<file path="config.mk">
export PLATFORM = sky130hd
export DESIGN_NAME = bitsel_od_port
export DESIGN_NICKNAME = d
export VERILOG_FILES = /design/src/rtl/bitsel_od_port.sv
export SDC_FILE = /design/constraint.sdc
export NUM_CORES = 1
export LEC_CHECK = 0
export ABC_AREA = 1
export BUFFER_PORTS_ARGS = -buffer_cell sky130_fd_sc_hd__buf_4
export CORE_MARGIN = 2
export CORE_UTILIZATION = 50
export DETAILED_ROUTE_END_ITERATION = 8
export PLACE_DENSITY = 0.89
export SYNTH_ARGS = -nofsm -noshare
export SYNTH_HDL_FRONTEND = slang
export SYNTH_SLANG_ARGS = --single-unit
export TNS_END_PERCENT = 5
</file>
<file path="constraint.sdc">
create_clock -name clk_i -period 1.3 [get_ports clk_i]
set_clock_uncertainty 0.1 [all_clocks]
set_input_delay 0.13 -clock clk_i [delete_from_list [all_inputs] [get_ports clk_i]]
set_output_delay 0.13 -clock clk_i [all_outputs]
set_load 0.05 [all_outputs]
</file>
<file path="src/rtl/bitsel_od_port.sv">
module bitsel_od_port #(
  parameter int N_PINS = 8,
  parameter int PTR_W  = 4,
  parameter int N_ALT  = 2
) (
  input  logic              clk_i,
  input  logic              rst_ni,
  input  logic [PTR_W-1:0]  ptr_i,
  input  logic              set_i,
  input  logic              clr_i,
  input  logic              rel_all_i,
  input  logic              test_i,
  input  logic              mode_we_i,
  input  logic [N_ALT-1:0]  mode_d_i,
  input  logic [N_PINS-1:0] pad_in_i,
  output logic [N_PINS-1:0] pad_oe_o,
  output logic [N_PINS-1:0] pad_do_o,
  output logic [N_PINS-1:0] rd_o,
  output logic              skip_o,
  output logic              err_o,
  output logic [N_ALT-1:0]  cnt_in_o
);
  localparam int IDX_W    = $clog2(N_PINS);
  localparam int ALT_BASE = N_PINS - N_ALT;

  logic [N_PINS-1:0] latch_q, sync1_q, sync2_q, alt_mask;
  logic [N_ALT-1:0]  mode_q;
  logic [IDX_W-1:0]  idx;
  logic              valid, cmd, skip_q, err_q;

  assign idx   = ptr_i[IDX_W-1:0];
  assign valid = (ptr_i < PTR_W'(N_PINS));
  assign cmd   = set_i | clr_i | test_i;

  always_ff @(posedge clk_i) begin
    if (!rst_ni) begin
      latch_q <= '1;
    end else if (rel_all_i) begin
      latch_q <= '1;
    end else if (valid) begin
      if (clr_i)      latch_q[idx] <= 1'b0;
      else if (set_i) latch_q[idx] <= 1'b1;
    end
  end

  always_ff @(posedge clk_i) begin
    if (!rst_ni) begin
      sync1_q <= '1;
      sync2_q <= '1;
    end else begin
      sync1_q <= pad_in_i;
      sync2_q <= sync1_q;
    end
  end

  always_ff @(posedge clk_i) begin
    if (!rst_ni) begin
      skip_q <= 1'b0;
      err_q  <= 1'b0;
      mode_q <= '0;
    end else begin
      skip_q <= test_i & valid & ~rd_o[idx];
      err_q  <= cmd & ~valid;
      if (mode_we_i) mode_q <= mode_d_i;
    end
  end

  generate
    for (genvar i = 0; i < N_PINS; i++) begin : g_mask
      if (i >= ALT_BASE) begin : g_alt
        assign alt_mask[i] = mode_q[i-ALT_BASE];
      end else begin : g_port
        assign alt_mask[i] = 1'b0;
      end
    end
  endgenerate

  assign rd_o     = sync2_q & latch_q;
  assign pad_oe_o = ~latch_q & ~alt_mask;
  assign pad_do_o = '0;
  assign skip_o   = skip_q;
  assign err_o    = err_q;
  assign cnt_in_o = mode_q & sync2_q[ALT_BASE +: N_ALT];

  AST_SET_RELEASES: assert property (@(posedge clk_i) disable iff (!rst_ni)
    (set_i && !clr_i && !rel_all_i && valid) |=> !pad_oe_o[$past(idx)]);

  AST_CLR_DRIVES: assert property (@(posedge clk_i) disable iff (!rst_ni)
    (clr_i && !rel_all_i && valid && (int'(idx) < ALT_BASE)) |=> pad_oe_o[$past(idx)]);

  AST_REL_ALL: assert property (@(posedge clk_i) disable iff (!rst_ni)
    rel_all_i |=> (pad_oe_o == '0));

  AST_SKIP_SOURCE: assert property (@(posedge clk_i) disable iff (!rst_ni)
    skip_o |-> ($past(test_i) && $past(valid)));

  AST_BAD_PTR: assert property (@(posedge clk_i) disable iff (!rst_ni)
    (cmd && !valid) |=> (err_o && !skip_o));

  generate
    for (genvar k = 0; k < N_ALT; k++) begin : g_alt_chk
      AST_ALT_NO_DRIVE: assert property (@(posedge clk_i) disable iff (!rst_ni)
        (mode_we_i && mode_d_i[k]) |=> !pad_oe_o[ALT_BASE+k]);
    end
  endgenerate
endmodule

</file>
* Word-level counts from Yosys, hierarchy flattened
Cells that the tools add are included.
** Cells by class
- Add/sub/neg operators :: 0
- $mul :: 0
- Div/mod/pow operators :: 0
- $lt $le $gt $ge :: 3
- Equal/unequal tests :: 0
- Shift-type cells :: 0
- Mux-type cells :: 6
- Bitwise logic cells :: 16
- Reduce and logical (&&, ||, !) cells :: 4
** Operator list (number)
- AND 8 bit :: 3
- NOT 8 bit :: 3
- two-way mux 8 bit :: 2
- OR 8 bit :: 1
- less-than comparator 3 x 4 -> 1 bit (second input constant) :: 1
- less-than comparator 4 bit (second input constant) :: 1
- AND 1 bit :: 3
- binary-select mux 1 bit (select 3 bit) :: 1
- demux 1 bit (select 3 bit) :: 1
- greater-or-equal comparator 3 x 1 -> 1 bit (second input constant) :: 1
- NOT 1 bit :: 3
- AND 2 bit :: 1
- two-way mux 1 bit :: 2
- OR 1 bit :: 2
- AND reduction 2 bit :: 1
- nonzero test 2 bit :: 1
- OR reduction 2 bit :: 1
- logical AND 1 bit :: 1
** Storage, ports and cells
- Register bits after elaboration :: 28
- Latch bits :: 0
- Memory bits (writable) :: 0
- ROM bits :: 0
- Logic and storage cells :: 35
- Memories kept :: 0

* Longest topological paths before layout
Gate-level depths: netlist (run 1).
- Word-level depth :: 7
- Mapped depth :: 6
- Mapped depth without buffers :: 6

* Worst setup path before layout (run 1)
OpenSTA, ideal clock, no wires.
- Kind :: register to output
- Start point :: register with a tool-made name
- End point :: output port pad_oe_o[6]
- Data arrival time :: 963 ps
- Path slack :: 107 ps
- Cell stages (with the launch flop) :: 2
- Path buffers :: 0
- Cells stage by stage :: dfxtp_1 > nor2_1
** RTL lines
- end: declaration :: RTL line 16 : output logic [N_PINS-1:0] pad_oe_o,

==> summary.txt, run 1 <==
Clock network
  • Clk root buf: clkbuf_4
  • Clock Sink Count: 28
  • Depth of the CTS H-tree: 1
  • Clock transition at path regs: 0.13 ns
  • CTS tree: yes
  • Number of buffers created by CTS: 3
  • Setup Buffers After CTS: 0
  • Clk buf depth: 2
  • Latest clock arrival within the worst-skew pair: about 0.31 ns

Run
  • Max-cap violation count: 0

Power and ir drop
  • PnR Total Power: 1.613 mW
  • Static Leak: 0.8985 nW
  • Maximum VDD drop: 0.0007030 V
  • Power Dens Cells: 962.7 nW/um2

Synthesis
  • Synth cell count leaders: nand2_1 (39), dfxtp_1 (28), inv_1 (23)
  • Share of Yosys cell area claimed by the top area cell type: 0.4657
  • Library cells used by synthesis: 17
  • Post-synthesis compound-gate area fraction: 0.01247
  • Yosys reg bits: 28
  • Syn Area/Cell: 7.295 um2
  • Mux contribution to synthesized area: 0
  • Syn Inst Count: between 150 and 200
  • Synth top area cells: dfxtp_1 (47%), nand2_1 (12%), or2_2 (8.3%)
  • XOR/XNOR share of the synthesized area: 0
  • Count leader, synth: nand2_1
  • Synth async-reset ratio: 0
  • Sequential area share after synthesis: 0.4657
  • Ys flop type: dfxtp_1
  • Synth Warn #: 0
  • Simple-gate portion of the synthesized area: 0.3742
  • Post-Syn Area: around 1200 um2
  • Number of flops mapped to enable cells by yosys: 0
  • Largest family of logic cells by synthesized area: simple AND/OR/NAND/NOR gates
  • Post-Synth Adder-Cell Area: 0
  • Cell taking the most area after synthesis: dfxtp_1

Global route
  • GRT Residual Overflow: 0
  • First-pass GRT wire length: ~4.2 mm
  • Initial antenna violation count: 0
  • GRT Overall Usage: 0.2095
  • Largest net degree at the start of global routing: 20
  • Vias in the first global route: 1009

Final layout
  • Ant. Diodes: 0
  • Multi-input gate area: 495.5 um2
  • Nets: 243
  • Reg area: about 570 um2
  • Final design utilization: 0.7431
  • Layout fillers: 186
  • Layout cells sized above 1: 0.3273
  • Area Overhead vs Synth: 39.19%

STA
  • Fmax: around 800 MHz
  • Hold Fails Final Rpt: 0
  • WHS: about 0.086 ns
  • Final period utilization: 0.9532
  • Tmin final: roughly 1.2 ns
  • Final setup fails: 0
  • Final WS setup: 0.06078 ns
  • Setup total negative slack: 0 ns
  • Final Slew Violations: 0
  • RSZ-0062 raised after global routing: false

Min path
  • Worst hold stages: 3
  • HP Start: clr_i
  • Hold Crit Class: in -> reg

Placed design
  • IO Port Bufs: 40
  • Hpwl dp: about 1.7 mm
  • Global placement routability congestion: 0.8047
  • Setup WS pre-CTS: 0.1682 ns

Routing
  • Iteration-0 DRC count of the detailed router: 28
  • Routed Antenna Nets: 0
  • DRT Pass-1 Iters: 4
  • Vias: roughly 1100
  • Wire per inst: 10.58 um
  • Detailed-route wire length: between 2 and 3 mm
  • Routed vias/inst: 4.544
  • DRC violations left: 0

Floorplan
  • Die height: 53.07 um
  • Cell Rows: 17
  • Initial Util: 0.5339
  • Core ar.: between 2000 and 2500 um2
  • DIE AREA: 2816 um2
  • Die X: roughly 53 um
  • I/O pin cnt: 49

Worst setup path
  • Setup CP Type: in -> reg
  • Startpoint types: input port
  • Crit path launch: ptr_i[3]
  • CP required: 1.40 ns
  • Path depth of the worst reg2reg path: 5
  • Largest fanout on the critical path: 16
  • Crit path DAT: 1.34 ns
  • Crit end category: register

Outcome
  • Status: finished clean
## layout make-up
class,instances,share of cell area
clock buffer,3,0.01344
inverter,24,0.05377
multi-input combinational,109,0.2957
sequential,28,0.3413
tap,28,0.02091
timing repair buffer,56,0.2748
## routing by layer
metal  routed length, um  up-vias  global-route usage
met5                   0        -                   0
met4                  90        0              0.1111
met3                 150       11             0.03672
met2                1291       44              0.3688
met1                1091      481              0.2386
li1                    -      591                   -
## worst paths after layout
check | endpoint | slack [ns]
setup reg to reg | skip_o | 0.40
hold / removal | err_o | 0.09
hold reg to reg | sync2_q[0] | 0.33
setup / recovery | register | 0.06
## through the flow
step	instances	instance area, um2
after global placement	229	1481
final	248	1675
after detailed placement	229	1481
after CTS	248	1664
after global routing	248	1675
after floorplan	172	1230
## what timing repair did
action / CTS / global route
endpoints found under the hold margin: 19 / 0
hold buffers: 16 / 0
gates resized for setup: 0 / 9
endpoints found under the setup margin: 0 / 9
## where the power goes
group / switching (mW) / internal, mW / total, mW
clock network: 0.223 / 0.109 / 0.332
registers: 0.0121 / 0.892 / 0.904
logic: 0.238 / 0.139 / 0.377
## critical path, cell delays in order
cell	delay, ns
dlygate4sd3_1	0.54
buf_4	0.15
nor2_4	0.30
nand2_1	0.09
nand2_1	0.07
nand3_1	0.07
## layout by cell type (no fill, tap or decap)
cell and n:
dlygate4sd3_1 16, inv_1 23, or2_2 16, dfxtp_1 19
nand3_1 19, nor2_2 2, inv_2 1, nand2_1 39
nand3b_1 1, a21oi_1 1, nor3_1 2, nor2_1 18
buf_4 40, o21ai_0 2, conb_1 8, clkbuf_4 3
nor2_4 1, dfxtp_2 9
## cell families (layout without fill, tap and decap cells)
group	Yosys count	in the layout
other cells	1	8
simple gates	98	98
compound gates	3	3
flops	28	28
buf+inv	35	83
No activity file was read; power rests on OpenSTA's default activity.
==> inputs of run 2 (changes only) <==
--- a/config.mk
+++ b/config.mk
@@ -9,6 +9,7 @@
 export BUFFER_PORTS_ARGS = -buffer_cell sky130_fd_sc_hd__buf_4
 export CORE_MARGIN = 2
 export CORE_UTILIZATION = 50
+export CTS_BUF_LIST = sky130_fd_sc_hd__clkbuf_16
 export DETAILED_ROUTE_END_ITERATION = 8
 export PLACE_DENSITY = 0.89
 export SYNTH_ARGS = -nofsm -noshare
==> run 2 against run 1 <==
Sequential power about the same; first-iteration DRC count increased by 3.6%; worst hold slack worse by 0.081 ns; core utilization down 1.7 points; total power rose by 18%.
==> summary.txt, run 2 (synthesis gave the netlist of run 1 again) <==
Worst setup path
  • Reg2reg setup slack: 0.36 ns (-0.04 ns)
  • Delay of the slowest cell on the worst path: 0.37 ns (-0.17 ns)
  • Setup CP Type: reg -> out
  • Crit end category: output pin
  • Startpoint types: register
  • Crit path DAT: 0.95 ns (-0.39 ns)
  • Largest fanout on the critical path: 3 (-13)
  • Critical Path Slowest Stage Cell: dfxtp_1
  • CP required: 1.07 ns (-0.33 ns)
  • Buffer and inverter count on the worst path: 2 (unchanged)
  • Cell family with most CP delay: flip-flops
  • Critical Path, Cell by Cell: nand2_1 -> inv_1 -> buf_4
  • Path depth of the worst reg2reg path: 5 (unchanged)
  • Reg-to-Reg End: skip_o

Final layout
  • Ant. Diodes: 0 (unchanged)
  • Layout cells sized above 1: 0.2972 (-0.03010)
  • Layout fillers: 186 (unchanged)
  • Nets: 235 (-3.3%)
  • Final design utilization: 0.7259 (-0.01720)
  • Area Overhead vs Synth: 35.97%
  • Most frequent cells in the layout: buf_4 (40), nand2_1 (39), dfxtp_1 (28)
  • Most common cell after layout, fill and taps aside: buf_4

Floorplan
  • Die height: 53.07 um (unchanged)
  • Die X: 53.07 um (unchanged)
  • Core ar.: 2255 um2 (unchanged)
  • Initial Util: 0.5339 (unchanged)
  • I/O pin cnt: 49 (unchanged)
  • DIE AREA: 2816 um2 (unchanged)
  • Cell Rows: 17 (unchanged)

Outcome
  • Status: finished clean

Routing
  • DRC violations left: 0 (unchanged)
  • Iteration-0 DRC count of the detailed router: 29 (+3.6%)
  • Vias: 1091 (-3.2%)
  • DRT Pass-1 Iters: 4 (unchanged)
  • Routed vias/inst: 4.546 (about the same)
  • Routed Antenna Nets: 0 (unchanged)
  • Detailed-route wire length: 2.355 mm (-10%)
  • Wire per inst: 9.813 um (-7.2%)

Power and ir drop
  • Maximum VDD drop: 0.0008272 V (+18%)
  • PnR Total Power: 1.909 mW (+18%)
  • Static Leak: 0.8912 nW (-0.82%)
  • Power Dens Cells: 1166 nW/um2 (+21%)

STA
  • Final period utilization: 0.9045 (-0.04876)
  • Final WS setup: 0.1242 ns (+0.06338 ns)
  • Setup total negative slack: 0 ns (unchanged)
  • WHS: 0.005543 ns (-0.08089 ns)
  • Final setup fails: 0 (unchanged)
  • Final Slew Violations: 0 (unchanged)
  • Fmax: 850.5 MHz (+5.4%)
  • RSZ-0062 raised after global routing: false
  • Tmin final: 1.176 ns (-0.06338 ns)
  • Hold Fails Final Rpt: 0 (unchanged)

Min path
  • HP Start: mode_d_i[0]
  • Hold Crit Class: in -> reg
  • Worst hold stages: 3 (unchanged)
  • Hold EP: mode_q[0]

Placed design
  • Hpwl dp: 1.686 mm (unchanged)
  • Global placement routability congestion: 0.8047 (unchanged)
  • IO Port Bufs: 40 (unchanged)
  • Setup WS pre-CTS: 0.1682 ns (unchanged)

Global route
  • Vias in the first global route: 941 (-6.7%)
  • First-pass GRT wire length: 3.995 mm (-5.2%)
  • GRT Overall Usage: 0.1951 (-0.01440)
  • Largest net degree at the start of global routing: 20 (unchanged)
  • GRT Residual Overflow: 0 (unchanged)
  • Initial antenna violation count: 0 (unchanged)

Clock network
  • Latest clock arrival within the worst-skew pair: 0.25 ns (-0.06 ns)
  • Clock transition at path regs: 0.06 ns (-0.07 ns)
  • Clk buf depth: 2 (unchanged)
  • Number of buffers created by CTS: 3 (unchanged)
  • CTS tree: yes
  • Clk root buf: clkbuf_16
  • Clock Sink Count: 28 (unchanged)
  • Depth of the CTS H-tree: 1 (unchanged)
  • Setup Buffers After CTS: 0 (unchanged)

Run
  • Max-cap violation count: 0 (unchanged)
[run 2: changes by cell type in the layout (fill, tap and decap cells not counted)]
cell           previous run  this run
dfxtp_2                   9         0
clkbuf_16                 0         3
dlygate4sd3_1            16         8
dfxtp_1                  19        28
clkbuf_4                  3         0
[run 2: worst max-delay path by stage]
stage | cells past startpoint | start | slack, ns | endpoint
2_1_floorplan | 1 | register | 0.11 | pad_oe_o[6]
3_3_place_gp | 4 | rst_ni | 0.23 | register
3_5_place_dp | 4 | rst_ni | 0.17 | register
4_1_cts | 3 | register | 0.12 | rd_o[7]
5_1_grt | 3 | register | 0.07 | rd_o[3]
6_report | 3 | register | 0.12 | rd_o[3]
[run 2: through the flow]
step / instances / area [um2]
2_1_floorplan: 172 / 1230
3_3_place_gp: 229 / 1481
3_5_place_dp: 229 / 1481
4_1_cts: 240 / 1637
5_1_grt: 240 / 1637
6_report: 240 / 1637
[run 2: power breakdown]
| group | leakage [nW] | switching [mW] | internal [mW] | total (mW) |
|---|---|---|---|---|
| Clock | 0.0370 | 0.246 | 0.407 | 0.652 |
| Sequential | 0.231 | 0.0116 | 0.891 | 0.903 |
| Combinational | 0.623 | 0.230 | 0.124 | 0.353 |
[run 2: tightest hold or removal path, stage by stage]
cell and delay [ns]:
buf_4 0.07, nor2_1 0.03, nor2_1 0.09
[run 2: repair_timing]
| item | in CTS | in global routing |
|---|---|---|
| hold buffers | 8 | 0 |
| hold endpoints to repair | 8 | 0 |
| resized for setup | 0 | 0 |
[run 2: final cells by class]
cell class              instances  area, um2  area share
inverters                      24      90.09     0.05505
well taps                      28      35.03     0.02141
clock buffers                   3      75.07     0.04587
repair buffers                 48      380.4      0.2324
multi-input cells             109      495.5      0.3028
flip-flops and latches         28      560.5      0.3425
[run 2: metal layers]
layer / global-route usage / up-vias / wire length (um)
li1: - / 573 / -
met1: 0.2434 / 468 / 1013
met2: 0.3250 / 43 / 1147
met3: 0.03672 / 7 / 147
met4: 0.08547 / 0 / 46
met5: 0 / - / 0
==> inputs of run 3 (changes only) <==
--- a/config.mk
+++ b/config.mk
@@ -8,10 +8,10 @@
 export ABC_AREA = 1
 export BUFFER_PORTS_ARGS = -buffer_cell sky130_fd_sc_hd__buf_4
 export CORE_MARGIN = 2
-export CORE_UTILIZATION = 50
+export CORE_UTILIZATION = 40
 export CTS_BUF_LIST = sky130_fd_sc_hd__clkbuf_16
 export DETAILED_ROUTE_END_ITERATION = 8
-export PLACE_DENSITY = 0.89
+export PLACE_DENSITY = 0.75
 export SYNTH_ARGS = -nofsm -noshare
 export SYNTH_HDL_FRONTEND = slang
 export SYNTH_SLANG_ARGS = --single-unit
==> run 3 against run 2 <==
The run now ends with design-rule violations left; critical endpoint is now rd_o[4]; design area grew 0.23%; worst setup slack worse by 0.024 ns; combinational power is essentially flat; sequential share of layout area decreased by 0.078 points; total power rose by 0.67%; via count is 2.2% higher; count of clock-buffer cells in the layout unchanged; worst hold slack got worse by 0.0053 ns; sequential power is essentially flat; die area is 23% higher; first-iteration DRC count is 14% lower.
==> summary.txt, run 3 (synthesis gave the netlist of run 1 again) <==
Outcome
  • Status: finished with violations
  • Failing checks: design-rule violations

Clock network
  • Latest clock arrival within the worst-skew pair: 0.26 ns (about the same)
  • Clk root buf: clkbuf_16
  • CTS tree: yes
  • Clock transition at path regs: 0.06 ns (about the same)
  • Clk buf depth: 2 (unchanged)
  • Clock Sink Count: 28 (unchanged)
  • Post-cts sizing count: 0 (unchanged)
  • Depth of the CTS H-tree: 1 (unchanged)
  • Number of buffers created by CTS: 3 (unchanged)

Worst setup path
  • Setup CP Type: reg -> out
  • Critical Path Slowest Stage Cell: dfxtp_1
  • Largest fanout on the critical path: 3 (unchanged)
  • Cell family with most CP delay: flip-flops
  • Crit path DAT: 0.97 ns (+0.02 ns)
  • Reg2reg setup slack: 0.35 ns (about the same)
  • Path depth of the worst reg2reg path: 5 (unchanged)
  • Delay of the slowest cell on the worst path: 0.38 ns (about the same)
  • Reg-to-Reg End: skip_o
  • Critical Path, Cell by Cell: nand2_1 -> inv_1 -> buf_4
  • Buffer and inverter count on the worst path: 2 (unchanged)
  • Startpoint types: register
  • CP required: 1.07 ns (about the same)
  • Crit end category: output pin

Power and ir drop
  • Maximum VDD drop: 0.0007725 V (-6.6%)
  • Static Leak: 0.8912 nW (unchanged)
  • Power Dens Cells: 1171 nW/um2 (+0.44%)

Final layout
  • Most common cell after layout, fill and taps aside: buf_4
  • Area Overhead vs Synth: 36.28%
  • Layout cells sized above 1: 0.2972 (unchanged)
  • Ant. Diodes: 0 (unchanged)
  • Layout fillers: 267 (+44%)
  • Most frequent cells in the layout: buf_4 (40), nand2_1 (39), dfxtp_1 (28)
  • Nets: 235 (unchanged)

Routing
  • DRC violations left: 4 (+4)
  • Vias: 1115 (+2.2%)
  • Routed Antenna Nets: 0 (unchanged)
  • Routed vias/inst: 4.588 (+0.94%)
  • Detailed-route wire length: 2.398 mm (+1.8%)
  • Wire per inst: 9.868 um (+0.57%)
  • DRT Pass-1 Iters: 6 (+2)
  • Iteration-0 DRC count of the detailed router: 25 (-14%)

Min path
  • Hold EP: mode_q[1]
  • Hold Crit Class: in -> reg
  • Worst hold stages: 3 (unchanged)
  • HP Start: mode_d_i[1]

Global route
  • First-pass GRT wire length: 3.857 mm (-3.5%)
  • Largest net degree at the start of global routing: 20 (unchanged)
  • Initial antenna violation count: 0 (unchanged)
  • GRT Residual Overflow: 0 (unchanged)
  • GRT Overall Usage: 0.1445 (-0.05063)
  • Vias in the first global route: 959 (+1.9%)

Floorplan
  • Die height: 58.86 um (+11%)
  • DIE AREA: 3464 um2 (+23%)
  • I/O pin cnt: 49 (unchanged)
  • Cell Rows: 19 (+2)
  • Core ar.: 2805 um2 (+24%)
  • Die X: 58.86 um (+11%)
  • Initial Util: 0.4291 (-0.1048)

Run
  • Max-cap violation count: 0 (unchanged)

STA
  • Fmax: 833.6 MHz (-2.0%)
  • Setup total negative slack: 0 ns (unchanged)
  • Final setup fails: 0 (unchanged)
  • Final WS setup: 0.1004 ns (-0.02380 ns)
  • Final Slew Violations: 0 (unchanged)
  • Final period utilization: 0.9228 (+0.01831)
  • Hold Fails Final Rpt: 0 (unchanged)
  • Tmin final: 1.200 ns (+0.02380 ns)
  • RSZ-0062 raised after global routing: false

Placed design
  • IO Port Bufs: 40 (unchanged)
  • Global placement routability congestion: 0.7818 (-2.8%)
  • Setup WS pre-CTS: 0.1324 ns (-0.03581 ns)
  • Hpwl dp: 1.759 mm (+4.3%)
[run 3: cell counts in the layout (fill, tap and decap cells not counted)]
Identical to the previous run, type by type.
[run 3: stage by stage]
stage / std cells / hold slack (ns) / util / instance area [um2] / power [mW]
after floorplan: 172 / 0.1366 / - / 1230 / 1.172
after global placement: 232 / 0.2183 / 0.5294 / 1485 / 1.253
after detailed placement: 232 / 0.2191 / 0.5294 / 1485 / 1.256
after CTS: 243 / 0.003419 / 0.5847 / 1640 / 1.940
after global routing: 243 / 0.01594 / 0.5847 / 1640 / 2.005
final: 243 / 0.0002920 / 0.5847 / 1640 / 1.921
[run 3: how the worst max path moves through the flow]
stage                   from     endpoint  depth (start not counted)
detailed placement    rst_ni     register                          4
floorplan           register  pad_oe_o[6]                          1
finish              register      rd_o[4]                          3
global route        register      rd_o[4]                          3
global placement      rst_ni     register                          4
CTS                 register      rd_o[4]                          3
[run 3: tightest hold or removal path: stages]
cell	delay [ns]
buf_4	0.08
nor2_1	0.03
nor2_1	0.08
[run 3: area by class of cell]
class                   instances  area [um2]  area share
repair buffers                 48       380.4      0.2319
multi-input cells             109       495.5      0.3021
clock buffers                   3       75.07     0.04577
flip-flops and latches         28       560.5      0.3417
inverters                      24       90.09     0.05492
well taps                      31       38.79     0.02365
[run 3: power breakdown]
group / switching, mW / total, mW / internal [mW]
logic: 0.230 / 0.354 / 0.124
registers: 0.0111 / 0.902 / 0.891
clock network: 0.258 / 0.665 / 0.407
[run 3: per-layer routing]
layer,track usage,wire (um),up-vias,part of all wire
met5,0,0,-,0
met4,0.04870,29,0,0.012
met3,0.03736,160,5,0.067
met2,0.2413,1141,33,0.48
met1,0.1806,1066,501,0.44
li1,-,-,576,-
[run 3: repair_timing]
action                                 in CTS  in global routing
hold buffers                                8                  0
setup buffers                               0                  0
endpoints found under the hold margin       8                  0
